$ cat config.mk
export PLATFORM = sky130hd
export DESIGN_NAME = costas_carrier_loop
export DESIGN_NICKNAME = d
export VERILOG_FILES = /design/src/rtl/costas_pkg.sv /design/src/rtl/costas_phase_det.sv /design/src/rtl/costas_loop_filter.sv /design/src/rtl/costas_sweep.sv /design/src/rtl/costas_lock_det.sv /design/src/rtl/costas_carrier_loop.sv
export SDC_FILE = /design/constraint.sdc
export NUM_CORES = 1
export LEC_CHECK = 0
export BUFFER_PORTS_ARGS = -buffer_cell sky130_fd_sc_hd__buf_2
export CORE_MARGIN = 2
export CORE_UTILIZATION = 55
export DETAILED_ROUTE_END_ITERATION = 7
export GPL_TIMING_DRIVEN = 1
export PLACE_DENSITY = 0.7
export SLEW_MARGIN = 10
export SYNTH_ARGS = -nofsm -noshare
export SYNTH_HDL_FRONTEND = slang
export SYNTH_SLANG_ARGS = --single-unit
$ cat constraint.sdc
create_clock -name clk_i -period 4.87 [get_ports clk_i]
set_clock_uncertainty 0.05 [all_clocks]
set_input_delay 0.2435 -clock clk_i [delete_from_list [all_inputs] [get_ports clk_i]]
set_output_delay 0.2435 -clock clk_i [all_outputs]
set_load 0.005 [all_outputs]
$ cat src/rtl/costas_pkg.sv
package costas_pkg;
  typedef enum logic {SWEEP_UP = 1'b0, SWEEP_DN = 1'b1} sweep_dir_e;
endpackage

$ cat src/rtl/costas_phase_det.sv
module costas_phase_det #(
  parameter int DATA_W = 8,
  parameter int ERR_W  = DATA_W + 2
) (
  input  logic                     clk_i,
  input  logic                     rst_ni,
  input  logic                     vld_i,
  input  logic signed [DATA_W-1:0] i_i,
  input  logic signed [DATA_W-1:0] q_i,
  output logic signed [ERR_W-1:0]  err_o,
  output logic                     err_vld_o
);
  logic signed [ERR_W-1:0] i_ext, q_ext, err_d;

  assign i_ext = ERR_W'(i_i);
  assign q_ext = ERR_W'(q_i);

  // s(I)*Q - s(Q)*I, zero counts as positive
  always_comb begin
    err_d = (i_i[DATA_W-1] ? -q_ext : q_ext) - (q_i[DATA_W-1] ? -i_ext : i_ext);
  end

  always_ff @(posedge clk_i or negedge rst_ni) begin
    if (!rst_ni) begin
      err_o     <= '0;
      err_vld_o <= 1'b0;
    end else begin
      err_vld_o <= vld_i;
      if (vld_i) err_o <= err_d;
    end
  end
endmodule

$ cat src/rtl/costas_loop_filter.sv
module costas_loop_filter #(
  parameter int ERR_W   = 10,
  parameter int ACC_W   = 24,
  parameter int KP_SH   = 6,
  parameter int KI_SH   = 2,
  parameter int INT_LIM = 8192
) (
  input  logic                    clk_i,
  input  logic                    rst_ni,
  input  logic                    err_vld_i,
  input  logic signed [ERR_W-1:0] err_i,
  output logic signed [ACC_W-1:0] integ_o,
  output logic signed [ACC_W-1:0] prop_o
);
  localparam int AW1 = ACC_W + 1;
  localparam logic signed [AW1-1:0] LIM_P = AW1'(INT_LIM);
  localparam logic signed [AW1-1:0] LIM_N = -LIM_P;

  logic signed [ACC_W-1:0] err_ext;
  logic signed [AW1-1:0]   sum;

  assign err_ext = ACC_W'(err_i);
  assign sum     = AW1'(integ_o) + AW1'(err_ext <<< KI_SH);

  always_ff @(posedge clk_i or negedge rst_ni) begin
    if (!rst_ni) begin
      integ_o <= '0;
      prop_o  <= '0;
    end else if (err_vld_i) begin
      prop_o <= err_ext <<< KP_SH;
      if (sum > LIM_P)      integ_o <= LIM_P[ACC_W-1:0];
      else if (sum < LIM_N) integ_o <= LIM_N[ACC_W-1:0];
      else                  integ_o <= sum[ACC_W-1:0];
    end
  end
endmodule

$ cat src/rtl/costas_sweep.sv
module costas_sweep
  import costas_pkg::*;
#(
  parameter int ACC_W      = 24,
  parameter int SWEEP_STEP = 64,
  parameter int SWEEP_LIM  = 2048,
  parameter int SWEEP_DIV  = 4
) (
  input  logic                    clk_i,
  input  logic                    rst_ni,
  input  logic                    hold_i,
  output logic signed [ACC_W-1:0] off_o
);
  localparam int DIV_W = (SWEEP_DIV > 1) ? $clog2(SWEEP_DIV) : 1;
  localparam logic [DIV_W-1:0]        DIV_END = DIV_W'(SWEEP_DIV - 1);
  localparam logic signed [ACC_W-1:0] STEP_S  = ACC_W'(SWEEP_STEP);
  localparam logic signed [ACC_W-1:0] LIM_P   = ACC_W'(SWEEP_LIM);
  localparam logic signed [ACC_W-1:0] LIM_N   = -LIM_P;

  sweep_dir_e              dir_q;
  logic [DIV_W-1:0]        div_q;
  logic signed [ACC_W-1:0] nxt;

  assign nxt = (dir_q == SWEEP_UP) ? off_o + STEP_S : off_o - STEP_S;

  always_ff @(posedge clk_i or negedge rst_ni) begin
    if (!rst_ni) begin
      off_o <= '0;
      dir_q <= SWEEP_UP;
      div_q <= '0;
    end else if (!hold_i) begin
      if (div_q == DIV_END) begin
        div_q <= '0;
        if (dir_q == SWEEP_UP && nxt >= LIM_P) begin
          off_o <= LIM_P;
          dir_q <= SWEEP_DN;
        end else if (dir_q == SWEEP_DN && nxt <= LIM_N) begin
          off_o <= LIM_N;
          dir_q <= SWEEP_UP;
        end else begin
          off_o <= nxt;
        end
      end else begin
        div_q <= div_q + 1'b1;
      end
    end
  end
endmodule

$ cat src/rtl/costas_lock_det.sv
module costas_lock_det #(
  parameter int DATA_W   = 8,
  parameter int WIN      = 16,
  parameter int ENTER_TH = 64,
  parameter int EXIT_TH  = 256
) (
  input  logic                     clk_i,
  input  logic                     rst_ni,
  input  logic                     vld_i,
  input  logic signed [DATA_W-1:0] i_i,
  input  logic signed [DATA_W-1:0] q_i,
  output logic                     lock_o
);
  localparam int MAG_W = DATA_W + 1;
  localparam int CNT_W = (WIN > 1) ? $clog2(WIN) : 1;
  localparam int SUM_W = MAG_W + CNT_W + 1;
  localparam logic [CNT_W-1:0] CNT_END = CNT_W'(WIN - 1);
  localparam logic [SUM_W-1:0] EN_T    = SUM_W'(ENTER_TH);
  localparam logic [SUM_W-1:0] EX_T    = SUM_W'(EXIT_TH);

  function automatic logic [MAG_W-1:0] mag_f(input logic signed [DATA_W-1:0] x);
    logic signed [MAG_W-1:0] t;
    t = MAG_W'(x);
    return t[MAG_W-1] ? $unsigned(-t) : $unsigned(t);
  endfunction

  logic [MAG_W-1:0] ai, aq, metric;
  logic [SUM_W-1:0] sum_q, tot;
  logic [CNT_W-1:0] cnt_q;

  assign ai     = mag_f(i_i);
  assign aq     = mag_f(q_i);
  assign metric = (ai > aq) ? ai - aq : aq - ai;
  assign tot    = sum_q + SUM_W'(metric);

  always_ff @(posedge clk_i or negedge rst_ni) begin
    if (!rst_ni) begin
      sum_q  <= '0;
      cnt_q  <= '0;
      lock_o <= 1'b0;
    end else if (vld_i) begin
      if (cnt_q == CNT_END) begin
        sum_q <= '0;
        cnt_q <= '0;
        if (!lock_o && tot < EN_T)     lock_o <= 1'b1;
        else if (lock_o && tot > EX_T) lock_o <= 1'b0;
      end else begin
        sum_q <= tot;
        cnt_q <= cnt_q + 1'b1;
      end
    end
  end
endmodule

$ cat src/rtl/costas_carrier_loop.sv
module costas_carrier_loop #(
  parameter int               DATA_W     = 8,
  parameter int               ACC_W      = 24,
  parameter int               PH_W       = 10,
  parameter logic [ACC_W-1:0] NOM_WORD   = 24'h1B5C28,
  parameter int               KP_SH      = 6,
  parameter int               KI_SH      = 2,
  parameter int               INT_LIM    = 8192,
  parameter int               SWEEP_STEP = 64,
  parameter int               SWEEP_LIM  = 2048,
  parameter int               SWEEP_DIV  = 4,
  parameter int               WIN        = 16,
  parameter int               ENTER_TH   = 64,
  parameter int               EXIT_TH    = 256
) (
  input  logic                     clk_i,
  input  logic                     rst_ni,
  input  logic                     smp_vld_i,
  input  logic signed [DATA_W-1:0] i_smp_i,
  input  logic signed [DATA_W-1:0] q_smp_i,
  output logic [PH_W-1:0]          nco_phase_o,
  output logic [ACC_W-1:0]         nco_freq_o,
  output logic                     lock_o
);
  localparam int ERR_W = DATA_W + 2;

  logic signed [ERR_W-1:0] err;
  logic                    err_vld;
  logic signed [ACC_W-1:0] integ, prop, sweep_off;
  logic [ACC_W-1:0]        phase_q;

  costas_phase_det #(.DATA_W(DATA_W), .ERR_W(ERR_W)) u_pd (
    .clk_i(clk_i), .rst_ni(rst_ni), .vld_i(smp_vld_i),
    .i_i(i_smp_i), .q_i(q_smp_i), .err_o(err), .err_vld_o(err_vld)
  );

  costas_loop_filter #(
    .ERR_W(ERR_W), .ACC_W(ACC_W), .KP_SH(KP_SH), .KI_SH(KI_SH), .INT_LIM(INT_LIM)
  ) u_lf (
    .clk_i(clk_i), .rst_ni(rst_ni), .err_vld_i(err_vld), .err_i(err),
    .integ_o(integ), .prop_o(prop)
  );

  costas_sweep #(
    .ACC_W(ACC_W), .SWEEP_STEP(SWEEP_STEP), .SWEEP_LIM(SWEEP_LIM), .SWEEP_DIV(SWEEP_DIV)
  ) u_sw (
    .clk_i(clk_i), .rst_ni(rst_ni), .hold_i(lock_o), .off_o(sweep_off)
  );

  costas_lock_det #(
    .DATA_W(DATA_W), .WIN(WIN), .ENTER_TH(ENTER_TH), .EXIT_TH(EXIT_TH)
  ) u_ld (
    .clk_i(clk_i), .rst_ni(rst_ni), .vld_i(smp_vld_i),
    .i_i(i_smp_i), .q_i(q_smp_i), .lock_o(lock_o)
  );

  assign nco_freq_o = NOM_WORD + $unsigned(integ) + $unsigned(prop) + $unsigned(sweep_off);

  always_ff @(posedge clk_i or negedge rst_ni) begin
    if (!rst_ni) phase_q <= '0;
    else         phase_q <= phase_q + nco_freq_o;
  end

  assign nco_phase_o = phase_q[ACC_W-1 -: PH_W];
endmodule

; After elaboration in Yosys (flattened, before gate mapping)
; Index checks and enable logic that the tools add are counted.
[word_totals]
register_bits = 115
input_bits = 19
[op_classes]
n_addsub = 17
order_cmp = 7
n_eq_ne = 2
muxes = 17
bitwise_logic = 2
n_reduce_logical = 10
[ops]
columns = op, count
row1 = $mux 24, 5
row2 = $add 24x24->24, 3
row3 = $mux 9, 3
row4 = $add 24x12->25, 1
row5 = $gt 25x15->1 const B, 1
row6 = $lt 25x14->1 const B, 1
row7 = $add 21x24->24 const A, 1
row8 = $add 24x8->24 const B, 1
row9 = $ge 24x13->1 const B, 1
row10 = $le 24x12->1 const B, 1
row11 = $sub 24x8->24 const B, 1
row12 = $mux 10, 2
row13 = $neg 8->10, 2
row14 = $neg 8->9, 2
row15 = $sub 9x9->9, 2
row16 = $add 14x9->14, 1
row17 = $gt 14x9->1 const B, 1
row18 = $lt 14x7->1 const B, 1
row19 = $mux 14, 1
row20 = $sub 10x10->10, 1
row21 = $gt 9x9->1, 1
row22 = $reduce_and 3->1, 2
row23 = $add 4x1->4 const B, 1
row24 = $eq 4x4->1 const B, 1
row25 = 10 further kinds, 18

; Depth between registers and ports, before layout
[depth]
ltp_word = 9
depth_mapped = 26
ltp_nobuf = 25

; Cells and area by module
; From an unflattened synthesis, not the netlist that was laid out.
[hier_totals]
hier_cells = 1516
area_unflattened_um2 = 12794.8
[by_module_without_submodules]
columns = module, n_inst, cells_each, area_each_um2, seq_area_each_um2
row1 = costas_carrier_loop, 1, 457, 3857.4, 600.6
row2 = costas_loop_filter, 1, 353, 3124.2, 800.8
row3 = costas_lock_det, 1, 316, 2581.2, 475.5
row4 = costas_sweep, 1, 251, 2085.8, 525.5
row5 = costas_phase_det, 1, 139, 1146.1, 275.3

; Worst setup path before layout
; OpenSTA, ideal clock, no wires.
[synth_path]
path_type = input-to-reg
from = input q_smp_i[7]
to = register u_ld.lock_o
arrival_time_ps = 4772
required_ps = 4733
slack_ps = -39
path_stages = 25
path_cell_list = clkbuf_1 clkbuf_1 nand2_1 o21ai_0 ha_1 nor2b_1 o21ai_0 a21boi_0 o21ai_0 a211o_1 o21a_1 clkbuf_1 nor2_1 a21oi_1 xnor2_1 ha_1 nor2b_1 o21ai_0 a21oi_1 o21ai_0 a211oi_1 o21ai_0 mux2i_1 nand3_1 o211ai_1
[synth_between]
elab_chain_cells = 9
[synth_rtl]
columns = element, line_no
row1 = start: declaration, costas_carrier_loop.sv:20  ; input logic signed [DATA_W-1:0] q_smp_i,
row2 = $neg 8->9, costas_lock_det.sv:24  ; return t[MAG_W-1] ? $unsigned(-t) : $unsigned(t);
row3 = $mux 9 *, costas_lock_det.sv:24
row4 = $sub 9x9->9 / $gt 9x9->1 (equally long branches), costas_lock_det.sv:33  ; assign metric = (ai > aq) ? ai - aq : aq - ai;
row5 = $mux 9 *, costas_lock_det.sv:33
row6 = $add 14x9->14 *, costas_lock_det.sv:34  ; assign tot = sum_q + SUM_W'(metric);
row7 = $gt 14x9->1 / $lt 14x7->1 (equally long branches), "costas_lock_det.sv:46, costas_lock_det.sv:45"
row8 = "$logic_and 1x1->1, on equally long branches", "costas_lock_det.sv:46, costas_lock_det.sv:45"
row9 = $reduce_bool 2->1 (no line), --
row10 = $reduce_and 3->1 (no line), --
row11 = end signal: assignment, costas_lock_det.sv:40  ; lock_o <= 1'b0;
row12 = end signal: assignment, costas_lock_det.sv:45  ; if (!lock_o && tot < EN_T) lock_o <= 1'b1;
row13 = end signal: assignment, costas_lock_det.sv:46  ; else if (lock_o && tot > EX_T) lock_o <= 1'b0;
row14 = end: declaration, costas_lock_det.sv:12  ; output logic lock_o
; Mark *: on every way between the ends. The rest lies on a longest branch, timed or not.
; A chain may end at the register's enable or synchronous reset.

; Worst setup path after layout
[layout_path]
from = register u_lf.integ_o[7]
to = register phase_q[23]
[layout_between]
elab_chain_cells = 4
[layout_rtl]
columns = element, line_no
row1 = start: declaration, costas_loop_filter.sv:12  ; output logic signed [ACC_W-1:0] integ_o,
row2 = start signal: assignment, costas_loop_filter.sv:31  ; if (sum > LIM_P) integ_o <= LIM_P[ACC_W-1:0];
row3 = start signal: assignment, costas_loop_filter.sv:32  ; else if (sum < LIM_N) integ_o <= LIM_N[ACC_W-1:0];
row4 = start signal: assignment, costas_loop_filter.sv:33  ; else integ_o <= sum[ACC_W-1:0];
row5 = $add 21x24->24, costas_carrier_loop.sv:57  ; assign nco_freq_o = NOM_WORD + $unsigned(integ) + $unsigned(prop) + $unsigned(sweep_off);
row6 = $add 24x24->24 (2 in a row), costas_carrier_loop.sv:57
row7 = $add 24x24->24, costas_carrier_loop.sv:61  ; else phase_q <= phase_q + nco_freq_o;
row8 = end signal: assignment, costas_carrier_loop.sv:61
row9 = end: declaration, costas_carrier_loop.sv:30  ; logic [ACC_W-1:0] phase_q;
; No other way between the ends.

==> impl_metrics.env <==
export IMPL_yosys_top_cells_area="dfrtp_1, ha_1, xnor2_1"
export IMPL_dpl_cell_count=1617
export IMPL_r2r_start="u_lf.integ_o[7]"
export IMPL_reg2reg_slack_ns=0.15
export IMPL_clockRootBuffer="clkbuf_16"
export IMPL_synthCells=1295
export IMPL_routedWlPerCell_um=15.7
export IMPL_avgSynthCellArea_sq_um=8.63
export IMPL_end_kind="flop"
export IMPL_fin_crit_sh=0.969
export IMPL_track_usage=0.245
export IMPL_fmax_ghz=0.212
export IMPL_fillerInstances=1721
export IMPL_firstDrtPassIters=5
export IMPL_gr_max_usage_layer="met2"
export IMPL_post_dp_cell_area_sq_mm=0.0119
export IMPL_dp_hpwl_mm=20.5
export IMPL_period_needed_ns=4.72
export IMPL_fin_ws_ns=0.149
export IMPL_row_count=52
export IMPL_antenna_found_initial=0
export IMPL_portBuffers=51
export IMPL_grt_met1_usage=0.334
export IMPL_post_place_ws_ns=-0.226
export IMPL_drive_above_1_share=0.130
export IMPL_htree_levels=3
export IMPL_crit_arrival_ns=4.91
export IMPL_required_ns=5.06
export IMPL_ff_latch_area_sq_mm=0.00266
export IMPL_start_util=0.556
export IMPL_grt_max_degree=61
export IMPL_cp_max_fo=5
export IMPL_holdPathStages=1
export IMPL_grt_pass1_vias=9125
export IMPL_hp_start="smp_vld_i"
export IMPL_ant_nets=0
export IMPL_grt_use_met3=0.0319
export IMPL_status="finished clean"
export IMPL_cts_sinks=106
export IMPL_cts_tree="yes"
export IMPL_via_count=9507
export IMPL_grt_pass1_wl_mm=43.8
export IMPL_antennaDiodeCount=0
export IMPL_die_h_um=147
export IMPL_route_detailed_drc=0
export IMPL_synth_top_area_frac=0.237
export IMPL_yosys_most_used_dff="dfrtp_1"
export IMPL_die_area_sq_mm=0.0215
export IMPL_hp_class="input pin to flop"
export IMPL_die_x_um=147
export IMPL_async_flop_share=1.00
export IMPL_synth_area_sq_mm=0.0112
export IMPL_stdcell_area_sq_mm=0.0123
export IMPL_tightest_slew_ns=0.780
export IMPL_synth_seq_cells=106
export IMPL_reg2reg_depth=21
export IMPL_syn_to_final_growth_pct=10.1
export IMPL_yosysSeqAreaShare=0.237
export IMPL_maxCapViolations=0
export IMPL_vias_per_cell=5.79
export IMPL_setup_viol=0
export IMPL_nNetsFinal=1557
export IMPL_wl_mm=25.8
export IMPL_final_hold_viol_count=0
export IMPL_max_slew_margin=0.480
export IMPL_path_clk_slew_ns=0.08
export IMPL_hold_path_endpoint="u_pd.err_vld_o"
export IMPL_r2r_end="phase_q[23]"
export IMPL_gp_congestion=0.934
export IMPL_synth_edf_count=0
export IMPL_slew_viol_final=0
export IMPL_clk_path_buf_depth=2
export IMPL_core_area_sq_mm=0.0201
export IMPL_cts_buffers=9
export IMPL_synth_distinct_cells=86
export IMPL_startpoint_type="flop"
export IMPL_io_pins=54
export IMPL_clk_latency_ns=0.36
export IMPL_fin_util=0.612
export IMPL_dr_first_iter_drc_count=515
export IMPL_grt_overflow=0
export IMPL_synth_largest_area_cell="dfrtp_1"
export IMPL_grt_met2_usage=0.417
export IMPL_multiInputGateArea_sq_mm=0.00802
export IMPL_crit_type="flop to flop"
export IMPL_ys_warn_count=0
export IMPL_fin_cells=1642
-- flip-flops by register name (all words and copies together) (netlist names) --
name            count
phase_q            23
u_ld.cnt_q          4
u_ld.lock_o         1
u_ld.sum_q         14
u_lf.integ_o       22
u_lf.prop_o        10
u_pd.err_o         10
u_pd.err_vld_o      1
u_sw.dir_q          1
u_sw.div_q          2
u_sw.off_o         18
-- layer usage --
metal | wire length [um] | vias to the layer above
li1 | - | 4787
met1 | 12100 | 4497
met2 | 12200 | 189
met3 | 987 | 34
met4 | 425 | 0
met5 | 0 | -
-- Yosys cell counts, types with 9 or more instances --
library cell / count
a32oi_1: 12
and2_1: 13
nor2_1: 82
o2bb2ai_1: 9
a21o_1: 37
nor3_1: 28
o21bai_1: 18
o211ai_1: 12
clkbuf_1: 29
nor2b_1: 16
o21ai_1: 12
buf_4: 12
xor2_1: 40
mux2_2: 16
dfrtp_1: 106
o21a_1: 19
nand3_1: 34
a21oi_1: 82
ha_1: 145
fa_1: 25
nand2_1: 101
a21boi_0: 12
nand2b_1: 20
xnor2_1: 67
nand4_1: 15
and3_1: 14
o31ai_1: 14
o21ai_0: 76
inv_1: 96
-- how the worst max path moves through the flow --
stage                    startpoint           to  slack (ns)
floorplan                q_smp_i[7]  u_ld.lock_o        0.07
global placement         q_smp_i[0]  u_ld.lock_o       -0.05
detailed placement       q_smp_i[0]  u_ld.lock_o       -0.23
CTS                   u_sw.off_o[9]  phase_q[21]        0.05
global route        u_lf.integ_o[7]  phase_q[21]       -0.11
finish              u_lf.integ_o[7]  phase_q[23]        0.15
-- repair_timing --
action / 4_1_cts / 5_1_grt
setup endpoints to repair: 0 / 10
hold buffers: 1 / 0
endpoints found under the hold margin: 59 / 0
gates resized for setup: 0 / 27
setup buffers: 0 / 9
-- stage by stage --
| step | hold slack (ns) | setup TNS, ns |
|---|---|---|
| after floorplan | -0.102 | 0 |
| after global placement | 0.318 | -0.0632 |
| after detailed placement | 0.325 | -0.627 |
| after global routing | 0.147 | -0.352 |
| after CTS | 0.139 | 0 |
| final | 0.148 | 0 |
-- cells by family after synthesis --
kind of cell,count (synthesis),share of synthesized area
compound gates,378,0.230
simple gates,361,0.160
fa+ha+maj,170,0.207
buf+inv,147,0.0558
xor+xnor,108,0.0860
flops,106,0.237
mux,24,0.0233
other cells,1,0.000335
-- final cells by class --
type                            instances  share of cell area
Sequential cell                       106               0.216
Inverter                               97              0.0296
Tap cell                              270              0.0275
Clock buffer                            9              0.0183
Multi-Input combinational cell       1050               0.651
Timing Repair Buffer                  104              0.0538
Clock inverter                          6             0.00356
-- worst max-delay path, cell delays in order (launching register included) --
cell      delay (ns)
dfrtp_1         0.41
fa_1            0.48
ha_1            0.31
ha_1            0.34
nor2_1          0.15
nor2b_1         0.08
o21ai_0         0.22
o21bai_1        0.15
and2_1          0.19
o21ai_0         0.14
nand2b_1        0.09
a21oi_2         0.15
xnor2_1         0.15
ha_1            0.32
a21o_1          0.19
a21o_1          0.20
a21oi_2         0.14
o221ai_1        0.13
a32o_2          0.28
a21oi_1         0.16
o21bai_1        0.10
xor3_1          0.18
-- layout by cell type, fill, tap and decap left out, types with 13 or more instances in the layout --
cell	count
dfrtp_1	103
o21ai_1	14
o31ai_1	14
o21ai_0	73
mux2_2	16
ha_1	143
nand2_1	101
nand4_1	15
nand3_1	34
nor2b_1	16
and3_1	14
nor2_1	81
xor2_1	38
a21o_1	37
buf_2	50
xnor2_1	67
o21a_1	19
nor3_1	27
buf_4	52
inv_1	96
fa_1	25
and2_1	13
a21oi_1	77
o21bai_1	18
nand2b_1	20
Power is not shown: default switching activity piles up to over one toggle a cycle in this logic, so the estimate is an artifact.
